--- src/rtl/refsel_pkg.sv ---
package refsel_pkg;
   typedef enum logic [1:0] {
      MODE_AUTO     = 2'b00,
      MODE_FORCE    = 2'b01,
      MODE_EXT      = 2'b10,
      MODE_AUTO_ALT = 2'b11
   } sel_mode_e;

   localparam int unsigned RANK_SLOTS = 3;
endpackage

--- src/rtl/refsel_rank.sv ---
module refsel_rank #(
   parameter int unsigned N_REFS = 8,
   parameter int unsigned PRIO_W = 4,
   parameter int unsigned IDX_W  = $clog2(N_REFS + 1)
) (
   input  logic [N_REFS-1:0]        elig,
   input  logic [N_REFS*PRIO_W-1:0] prio_flat,
   output logic [2:0][IDX_W-1:0]    top
);
   localparam int unsigned PL_W = $clog2(N_REFS + 1);

   logic [PRIO_W-1:0] pr    [N_REFS];
   logic [N_REFS-1:0] beats [N_REFS];
   logic [PL_W-1:0]   place [N_REFS];

   for (genvar g = 0; g < N_REFS; g++) begin : g_unpack
      assign pr[g] = prio_flat[g*PRIO_W +: PRIO_W];
   end

   // beats[i][j]: candidate j ranks ahead of candidate i
   always_comb begin
      for (int i = 0; i < N_REFS; i++) begin
         for (int j = 0; j < N_REFS; j++) begin
            beats[i][j] = elig[j] && ((pr[j] < pr[i]) || ((pr[j] == pr[i]) && (j < i)));
         end
         place[i] = PL_W'($countones(beats[i]));
      end
   end

   always_comb begin
      top = '0;
      for (int i = 0; i < N_REFS; i++) begin
         for (int k = 0; k < 3; k++) begin
            if (elig[i] && (place[i] == PL_W'(k))) top[k] = IDX_W'(i + 1);
         end
      end
   end
endmodule

--- src/rtl/refsel_track.sv ---
module refsel_track #(
   parameter int unsigned N_REFS = 8,
   parameter int unsigned IDX_W  = $clog2(N_REFS + 1)
) (
   input  logic              clk,
   input  logic              rst_n,
   input  logic [N_REFS-1:0] elig,
   input  logic [IDX_W-1:0]  target,
   input  logic              revert_en,
   input  logic              override_en,
   input  logic [IDX_W-1:0]  override_num,
   output logic [IDX_W-1:0]  sel_q
);
   logic             cur_ok;
   logic [IDX_W-1:0] sel_d;

   always_comb begin
      cur_ok = 1'b0;
      for (int i = 0; i < N_REFS; i++) begin
         if ((sel_q == IDX_W'(i + 1)) && elig[i]) cur_ok = 1'b1;
      end
   end

   always_comb begin
      if (override_en)              sel_d = override_num;
      else if (target == '0)        sel_d = sel_q;
      else if (revert_en || !cur_ok) sel_d = target;
      else                          sel_d = sel_q;
   end

   always_ff @(posedge clk or negedge rst_n) begin
      if (!rst_n) sel_q <= '0;
      else        sel_q <= sel_d;
   end
endmodule

--- src/rtl/ref_priority_selector.sv ---
module ref_priority_selector #(
   parameter int unsigned N_REFS   = 8,
   parameter int unsigned PRIO_W   = 4,
   parameter bit          AUX_PATH = 1'b1,
   parameter int unsigned IDX_W    = $clog2(N_REFS + 1)
) (
   input  logic                     clk,
   input  logic                     rst_n,
   input  logic [N_REFS-1:0]        ref_valid,
   input  logic [N_REFS*PRIO_W-1:0] ref_prio,
   input  logic [1:0]               sel_mode,
   input  logic                     revert_en,
   input  logic [IDX_W-1:0]         force_num,
   input  logic [IDX_W-1:0]         ext_num,
   output logic [IDX_W-1:0]         rank1,
   output logic [IDX_W-1:0]         rank2,
   output logic [IDX_W-1:0]         rank3,
   output logic [IDX_W-1:0]         main_sel,
   output logic [IDX_W-1:0]         aux_sel,
   output logic                     no_ref
);
   import refsel_pkg::*;

   if (N_REFS < refsel_pkg::RANK_SLOTS) begin : g_chk_n
      $error("N_REFS must be at least the number of rank slots");
   end
   if (PRIO_W < 1) begin : g_chk_pw
      $error("PRIO_W must be at least 1");
   end
   if (IDX_W < $clog2(N_REFS + 1)) begin : g_chk_iw
      $error("IDX_W too narrow for candidate numbers");
   end

   sel_mode_e                 mode;
   logic [N_REFS-1:0]         elig;
   logic [2:0][IDX_W-1:0]     top;
   logic                      force_ok;
   logic [IDX_W-1:0]          main_target;

   assign mode = sel_mode_e'(sel_mode);

   for (genvar g = 0; g < N_REFS; g++) begin : g_elig
      assign elig[g] = ref_valid[g] && (ref_prio[g*PRIO_W +: PRIO_W] != '0);
   end

   refsel_rank #(.N_REFS(N_REFS), .PRIO_W(PRIO_W), .IDX_W(IDX_W)) u_rank (
      .elig      (elig),
      .prio_flat (ref_prio),
      .top       (top)
   );

   always_comb begin
      force_ok = 1'b0;
      for (int i = 0; i < N_REFS; i++) begin
         if ((force_num == IDX_W'(i + 1)) && elig[i]) force_ok = 1'b1;
      end
      main_target = ((mode == MODE_FORCE) && force_ok) ? force_num : top[0];
   end

   refsel_track #(.N_REFS(N_REFS), .IDX_W(IDX_W)) u_main (
      .clk          (clk),
      .rst_n        (rst_n),
      .elig         (elig),
      .target       (main_target),
      .revert_en    (revert_en),
      .override_en  (mode == MODE_EXT),
      .override_num (ext_num),
      .sel_q        (main_sel)
   );

   if (AUX_PATH) begin : g_aux
      refsel_track #(.N_REFS(N_REFS), .IDX_W(IDX_W)) u_aux (
         .clk          (clk),
         .rst_n        (rst_n),
         .elig         (elig),
         .target       (top[0]),
         .revert_en    (revert_en),
         .override_en  (1'b0),
         .override_num ('0),
         .sel_q        (aux_sel)
      );
   end else begin : g_no_aux
      assign aux_sel = '0;
   end

   always_ff @(posedge clk or negedge rst_n) begin
      if (!rst_n) begin
         rank1  <= '0;
         rank2  <= '0;
         rank3  <= '0;
         no_ref <= 1'b1;
      end else begin
         rank1  <= top[0];
         rank2  <= top[1];
         rank3  <= top[2];
         no_ref <= (elig == '0);
      end
   end
endmodule

--- config.mk ---
export PLATFORM = sky130hd
export DESIGN_NAME = ref_priority_selector
export DESIGN_NICKNAME = d
export VERILOG_FILES = /design/src/rtl/refsel_pkg.sv /design/src/rtl/refsel_rank.sv /design/src/rtl/refsel_track.sv /design/src/rtl/ref_priority_selector.sv
export SDC_FILE = /design/constraint.sdc
export NUM_CORES = 1
export LEC_CHECK = 0
export ABC_AREA = 1
export CAP_MARGIN = 20
export CORE_ASPECT_RATIO = 1.4
export CORE_MARGIN = 2
export CORE_UTILIZATION = 60
export DETAILED_ROUTE_END_ITERATION = 16
export DONT_BUFFER_PORTS = 1
export PLACE_DENSITY = 0.75
export SYNTH_ARGS = -nofsm -noshare
export SYNTH_HDL_FRONTEND = slang
export SYNTH_SLANG_ARGS = --single-unit
--- constraint.sdc ---
create_clock -name clk -period 1.7 [get_ports clk]
set_clock_uncertainty 0.15 [all_clocks]
set_input_delay 0.17 -clock clk [delete_from_list [all_inputs] [get_ports clk]]
set_output_delay 0.17 -clock clk [all_outputs]
set_load 0.01 [all_outputs]
# ---- Word level (Yosys, flattened, before mapping)
# Cells that the tools add are included.
dict set report word_totals {
  input_bits 53
  register_bits 21
}
dict set report classes {
  n_bitwise 1
  muxes 52
  n_lt_le_gt_ge 64
  add_sub_neg 56
  n_eq_ne 71
  reduce_logical 175
}
# cell count
set ops {}
lappend ops {{$lt 4x4->1} 64}
lappend ops {{$logic_and 1x1->1} 121}
lappend ops {{$eq 4x4->1} 28}
lappend ops {{$mux 4} 25}
lappend ops {{$add 4x4->4} 24}
lappend ops {{$add 1x1->2} 32}
lappend ops {{$eq 4x2->1 const B} 14}
lappend ops {{$eq 4x3->1 const B} 12}
lappend ops {{$eq 4x1->1 const B} 11}
lappend ops {{$logic_not 4->1} 10}
lappend ops {{$reduce_bool 4->1} 8}
lappend ops {{$logic_or 1x1->1} 30}
lappend ops {{$mux 1} 27}
lappend ops {{$eq 4x4->1 const B} 3}
lappend ops {{$logic_not 8->1} 1}
lappend ops {{$reduce_and 2->1} 2}
lappend ops {{$eq 2x1->1 const B} 1}
lappend ops {{$eq 2x2->1 const B} 1}
lappend ops {{$logic_not 1->1} 2}
lappend ops {{$ne 2x1->1 const B} 1}
lappend ops {{$reduce_bool 2->1} 1}
lappend ops {{$not 1->1} 1}

# ---- Longest topological paths before layout
dict set report logic_depth {
  word_depth 20
  ltp_mapped 30
  mapped_depth_nobuf 30
}

# ---- Hierarchy
# From an unflattened synthesis, not the netlist that was laid out.
dict set report hier_totals {
  hier_cells 859
  area_unflattened_um2 5849.4
}
# module n_inst cells_per_inst seq_area_each_um2 area_each_um2
set modules_own_cells {}
lappend modules_own_cells {refsel_rank 1 630 0.0 4403.0}
lappend modules_own_cells {refsel_track 2 65 100.1 375.4}
lappend modules_own_cells {ref_priority_selector 1 99 326.6 695.7}

# ---- Worst setup path before layout
# Ideal clock, no wire load.
dict set report synth_timing {
  path_kind {input port to flip-flop}
  start {input ref_prio[1]}
  end {register u_main.sel_q[2]}
  n_path_buf 0
  required_time_ps 1432
  t_arrival_ps 4063
  path_stages 26
  slack_ps -2631
  setup_ps 118
  path_cell_list {inv_1 > ha_1 > inv_1 > nor2_1 > o211ai_1 > nand3_1 > nand2_1 > inv_1 > fa_1 > inv_1 > fa_1 > inv_1 > ha_1 > ha_1 > inv_1 > fa_1 > mux2i_1 > nand2_1 > nor3_4 > nor2_2 > nand2_2 > nand2_2 > nor2_4 > nand3_2 > nand3_1 > nand2_1}
}
dict set report synth_via {
  word_cells_on_any_way 127
  classes_between {28 x add/sub; 15 x order compare; 8 x eq/ne; 28 x mux; 48 x reduce/logical}
}
# item line
set synth_rtl {}
lappend synth_rtl {{from (decl)} ref_priority_selector.sv:10} ;# input logic [N_REFS*PRIO_W-1:0] ref_prio,
lappend synth_rtl {{$lt 4x4->1, or another cell as far along} refsel_rank.sv:24} ;# beats[i][j] = elig[j] && ((pr[j] < pr[i]) || ((pr[j] == pr[i]) && (j < i)));
lappend synth_rtl {{$logic_or 1x1->1 / $logic_and 1x1->1 (equally long branches)} {refsel_rank.sv:24, ref_priority_selector.sv:43}}
lappend synth_rtl {{$logic_and 1x1->1} refsel_rank.sv:24}
lappend synth_rtl {{$add 1x1->2 (implied by the code)} refsel_rank.sv:26} ;# place[i] = PL_W'($countones(beats[i]));
lappend synth_rtl {{$add 4x4->4 (implied by the code) (2 in series)} refsel_rank.sv:26}
lappend synth_rtl {{$logic_not 4->1} refsel_rank.sv:34} ;# if (elig[i] && (place[i] == PL_W'(k))) top[k] = IDX_W'(i + 1);
lappend synth_rtl {{$logic_and 1x1->1} refsel_rank.sv:34}
lappend synth_rtl {{$mux 4 (5 in series)} refsel_rank.sv:34}
lappend synth_rtl {{$mux 4 *} refsel_rank.sv:34}
lappend synth_rtl {{named net g_aux.u_aux.target[3]} refsel_track.sv:8} ;# input logic [IDX_W-1:0] target,
lappend synth_rtl {{$mux 4 *} ref_priority_selector.sv:57} ;# main_target = ((mode == MODE_FORCE) && force_ok) ? force_num : top[0];
lappend synth_rtl {{$logic_not 4->1 *} refsel_track.sv:26} ;# else if (target == '0) sel_d = sel_q;
lappend synth_rtl {{$ne 2x1->1 (no line) *} -}
lappend synth_rtl {{$reduce_and 2->1 (no line) *} -}
lappend synth_rtl {{to (signal assigned)} refsel_track.sv:33} ;# else sel_q <= sel_d;
lappend synth_rtl {{to (decl)} refsel_track.sv:12} ;# output logic [IDX_W-1:0] sel_q
# The timed path passes the listed nets; every way through them passes the cells marked *. The select of a mux whose other input is x is not followed.
# A chain may end at the register's enable or synchronous reset.

# ---- Worst setup path in the final report
dict set report layout_timing {
  start {input ref_prio[1]}
  end {register u_main.sel_q[1]}
}
# Same word-level chain as after synthesis.

==> reports/qor.txt <==
H-tree depth -> 1
Total core area -> 0.00946 mm2
Gate Count Post-Synth -> 807
DRC violations left -> 0
Die Footprint -> 0.0105 mm2
Fin nets -> 1167
Flop and latch count out of synthesis -> 21
Initial antenna violation count -> 0
IO Count -> 74
Layout area overhead -> 30.3%
Crit path arrival time -> 4.40 ns
Most frequent cell on the critical path -> nand2_2
Highest cell delay on the worst timing path -> 0.48 ns
Port Buffer Count -> 0
Vias -> 6214
Total grt overflow -> 0
Number of flops mapped to enable cells by yosys -> 0
Crit share post-route -> 256%
Clk sink count -> 21
Crit path kind -> in -> reg
Slew at the pin closest to its max-slew limit -> 0.828 ns
Worst Setup EP -> u_main.sel_q[1]
TritonCTS clock tree -> built
Drt first pass iters -> 5
Design Area, Final -> 0.00756 mm2
ANT nets after route -> 0
Dpl cell area -> 0.00688 mm2
Reg2reg setup slack -> -0.11 ns
Delay-heaviest family, CP -> adder cells
DP Cell Count -> 1022
Ys async rst share -> 100%
Outcome -> finished with violations
Most common cell in the netlist -> ha_1
Kind of end point of the critical path -> register
Ratio of cells with drive above 1 in the final layout -> 30.3%
First-pass GRT wire length -> 30000 um
HPWL Detailed -> 15200 um
Slowest cell on crit path -> fa_1
Final setup fails -> 20
PD cells -> 943 mW/mm2
Non-Filler Instances -> 1041
Yosys top cell area share -> 34.1%
Leading area contributor after synthesis -> ha_1
DR iter-0 viols -> 265
Leakage -> 4.20 nW
Unrepaired setup endpoints after global routing -> true
Worst Path Max Fanout -> 5
Syn Nets -> 1042
Fmax -> 230 MHz
Root Driver -> clkbuf_16
Worst EP required -> 1.74 ns
Crit path time final -> 4.36 ns
Slew Limit Fails -> 0
Gr usage total -> 35.9%
Post-synth top flop -> dfrtp_1
Reg2Reg Depth -> 9
Worst VDD drop -> 0.477 mV
Worst hold path class -> in -> reg
Setup WS pre-CTS -> -2.91 ns
Largest net degree at the start of global routing -> 22
Max-Cap Viols -> 0
Post-Syn Area -> 0.00580 mm2
Clock Path Buffers -> 2
Synth top area cells -> ha_1, inv_1, dfrtp_1, fa_1, nand2_1
Crit path from -> ref_prio[1]
Setup ws final -> -2.66 ns
Synth warn -> 0
# diodes -> 0
Die H -> 120 um
CP startpoint kind -> primary input
R2R Path Start -> u_main.sel_q[2]
Die width -> 87.1 um
Vias per inst -> 5.97
DRT Wirelength -> 19200 um
Initial core utilization -> 61.3%
Avg WL per Cell -> 18.4 um
Hold Vio Cnt, Final -> 0
R2R Path End -> u_main.sel_q[1]
Pwr Total -> 7.13 mW
Cell Rows -> 42
Buf/Inv on CP -> 7
Failing checks -> setup timing
Levels on crit path -> 28
Post-layout util -> 79.9%
Total CTS buffers -> 3
Vias in the first global route -> 6456
Clock Latency Late Sink -> 0.25 ns
Count of cell types in the netlist -> 42
Commonest cells post-synth -> ha_1, inv_1, nand2_1
Slew margin rel. -> 44.6%
Mapped Avg Cell Area -> 7.19 um2
CTS clk-pin slew, worst paths -> 0.05 ns
Global placer's final weighted congestion -> 0.953
Sequential area share after synthesis -> 9.08%
where the power goes:
part | internal (mW) | switching, mW | total, mW
logic | 2.62 | 3.07 | 5.70
registers | 0.722 | 0.235 | 0.957
clock network | 0.315 | 0.158 | 0.473
total | 3.66 | 3.47 | 7.13
flip-flops by register name, indices dropped and copies added, names as in the netlist:
register	flops
g_aux.u_aux.sel_q	4
rank1	4
rank2	4
rank3	4
u_main.sel_q	4
no_ref	1
per-layer routing:
metal,track usage (%),vias up,wire length [um]
met1,39.4,2899,6990
li1,-,2947,-
met4,20.7,0,1190
met3,3.07,83,1160
met5,0,-,0
met2,65.7,285,9820
tightest hold or removal path: stages:
cell and delay, ns:
o21ai_4 0.07, nand2_1 0.06, o21ai_1 0.05
stage by stage:
stage	TNS (ns)	hold slack, ns
final	-46.81	0.000899
after floorplan	-43.40	-0.276
after global routing	-49.77	0.0167
after CTS	-45.80	0.0341
after global placement	-49.63	-0.275
after detailed placement	-51.26	-0.275
cell families after synthesis:
family	count (synthesis)	synth area share [%]
and+or+nand+nor	329	26.6
adders and majority gates	182	42.4
buffers and inverters	171	11.2
AOI/OAI and AO/OA	103	10.5
DFF	21	9.08
muxes	1	0.173
layout make-up:
| cell class | instances | area, um2 |
|---|---|---|
| timing repair buffer | 124 | 980 |
| multi-input combinational | 615 | 5180 |
| fill | 652 | 1900 |
| sequential | 21 | 527 |
| tap | 110 | 138 |
| inverter | 167 | 656 |
| clock buffer | 3 | 75.1 |
| clock inverter | 1 | 5.00 |
cell usage in the layout, fill, tap and decap left out, types with 8 or more instances in the layout:
cell type	synthesis	final
ha_1	158	133
inv_1	155	131
nand2_1	127	115
buf_4	0	113
nor2_1	79	66
a21oi_1	46	38
nand3_1	49	38
nand4_1	30	30
inv_2	11	28
nand2_2	11	23
o211ai_1	21	21
dfrtp_1	20	20
fa_1	24	18
ha_4	0	17
o21ai_0	18	15
nor2_2	1	12
nand3_2	2	11
buf_6	1	9
ha_2	0	8
worst min-delay path by stage:
| stage | from | end | slack, ns | depth (start not counted) |
|---|---|---|---|---|
| 2_1_floorplan | rst_n | g_aux.u_aux.sel_q[0] | -0.28 | 0 |
| 3_3_place_gp | rst_n | u_main.sel_q[1] | -0.28 | 0 |
| 3_5_place_dp | rst_n | u_main.sel_q[1] | -0.28 | 0 |
| 4_1_cts | ext_num[3] | u_main.sel_q[3] | 0.03 | 4 |
| 5_1_grt | revert_en | g_aux.u_aux.sel_q[2] | 0.02 | 3 |
| 6_report | revert_en | g_aux.u_aux.sel_q[0] | 0.0009 | 3 |
repair_timing:
| item | CTS | global route |
|---|---|---|
| hold buffers | 1 | 0 |
| buffers inserted | 16 | 10 |
| pin swaps | 36 | 83 |
| gates resized for setup | 38 | 79 |
| endpoints found under the setup margin | 20 | 20 |
| cloned | 0 | 0 |
| hold endpoints to repair | 21 | 0 |
Power figures use the tool's default switching activity.
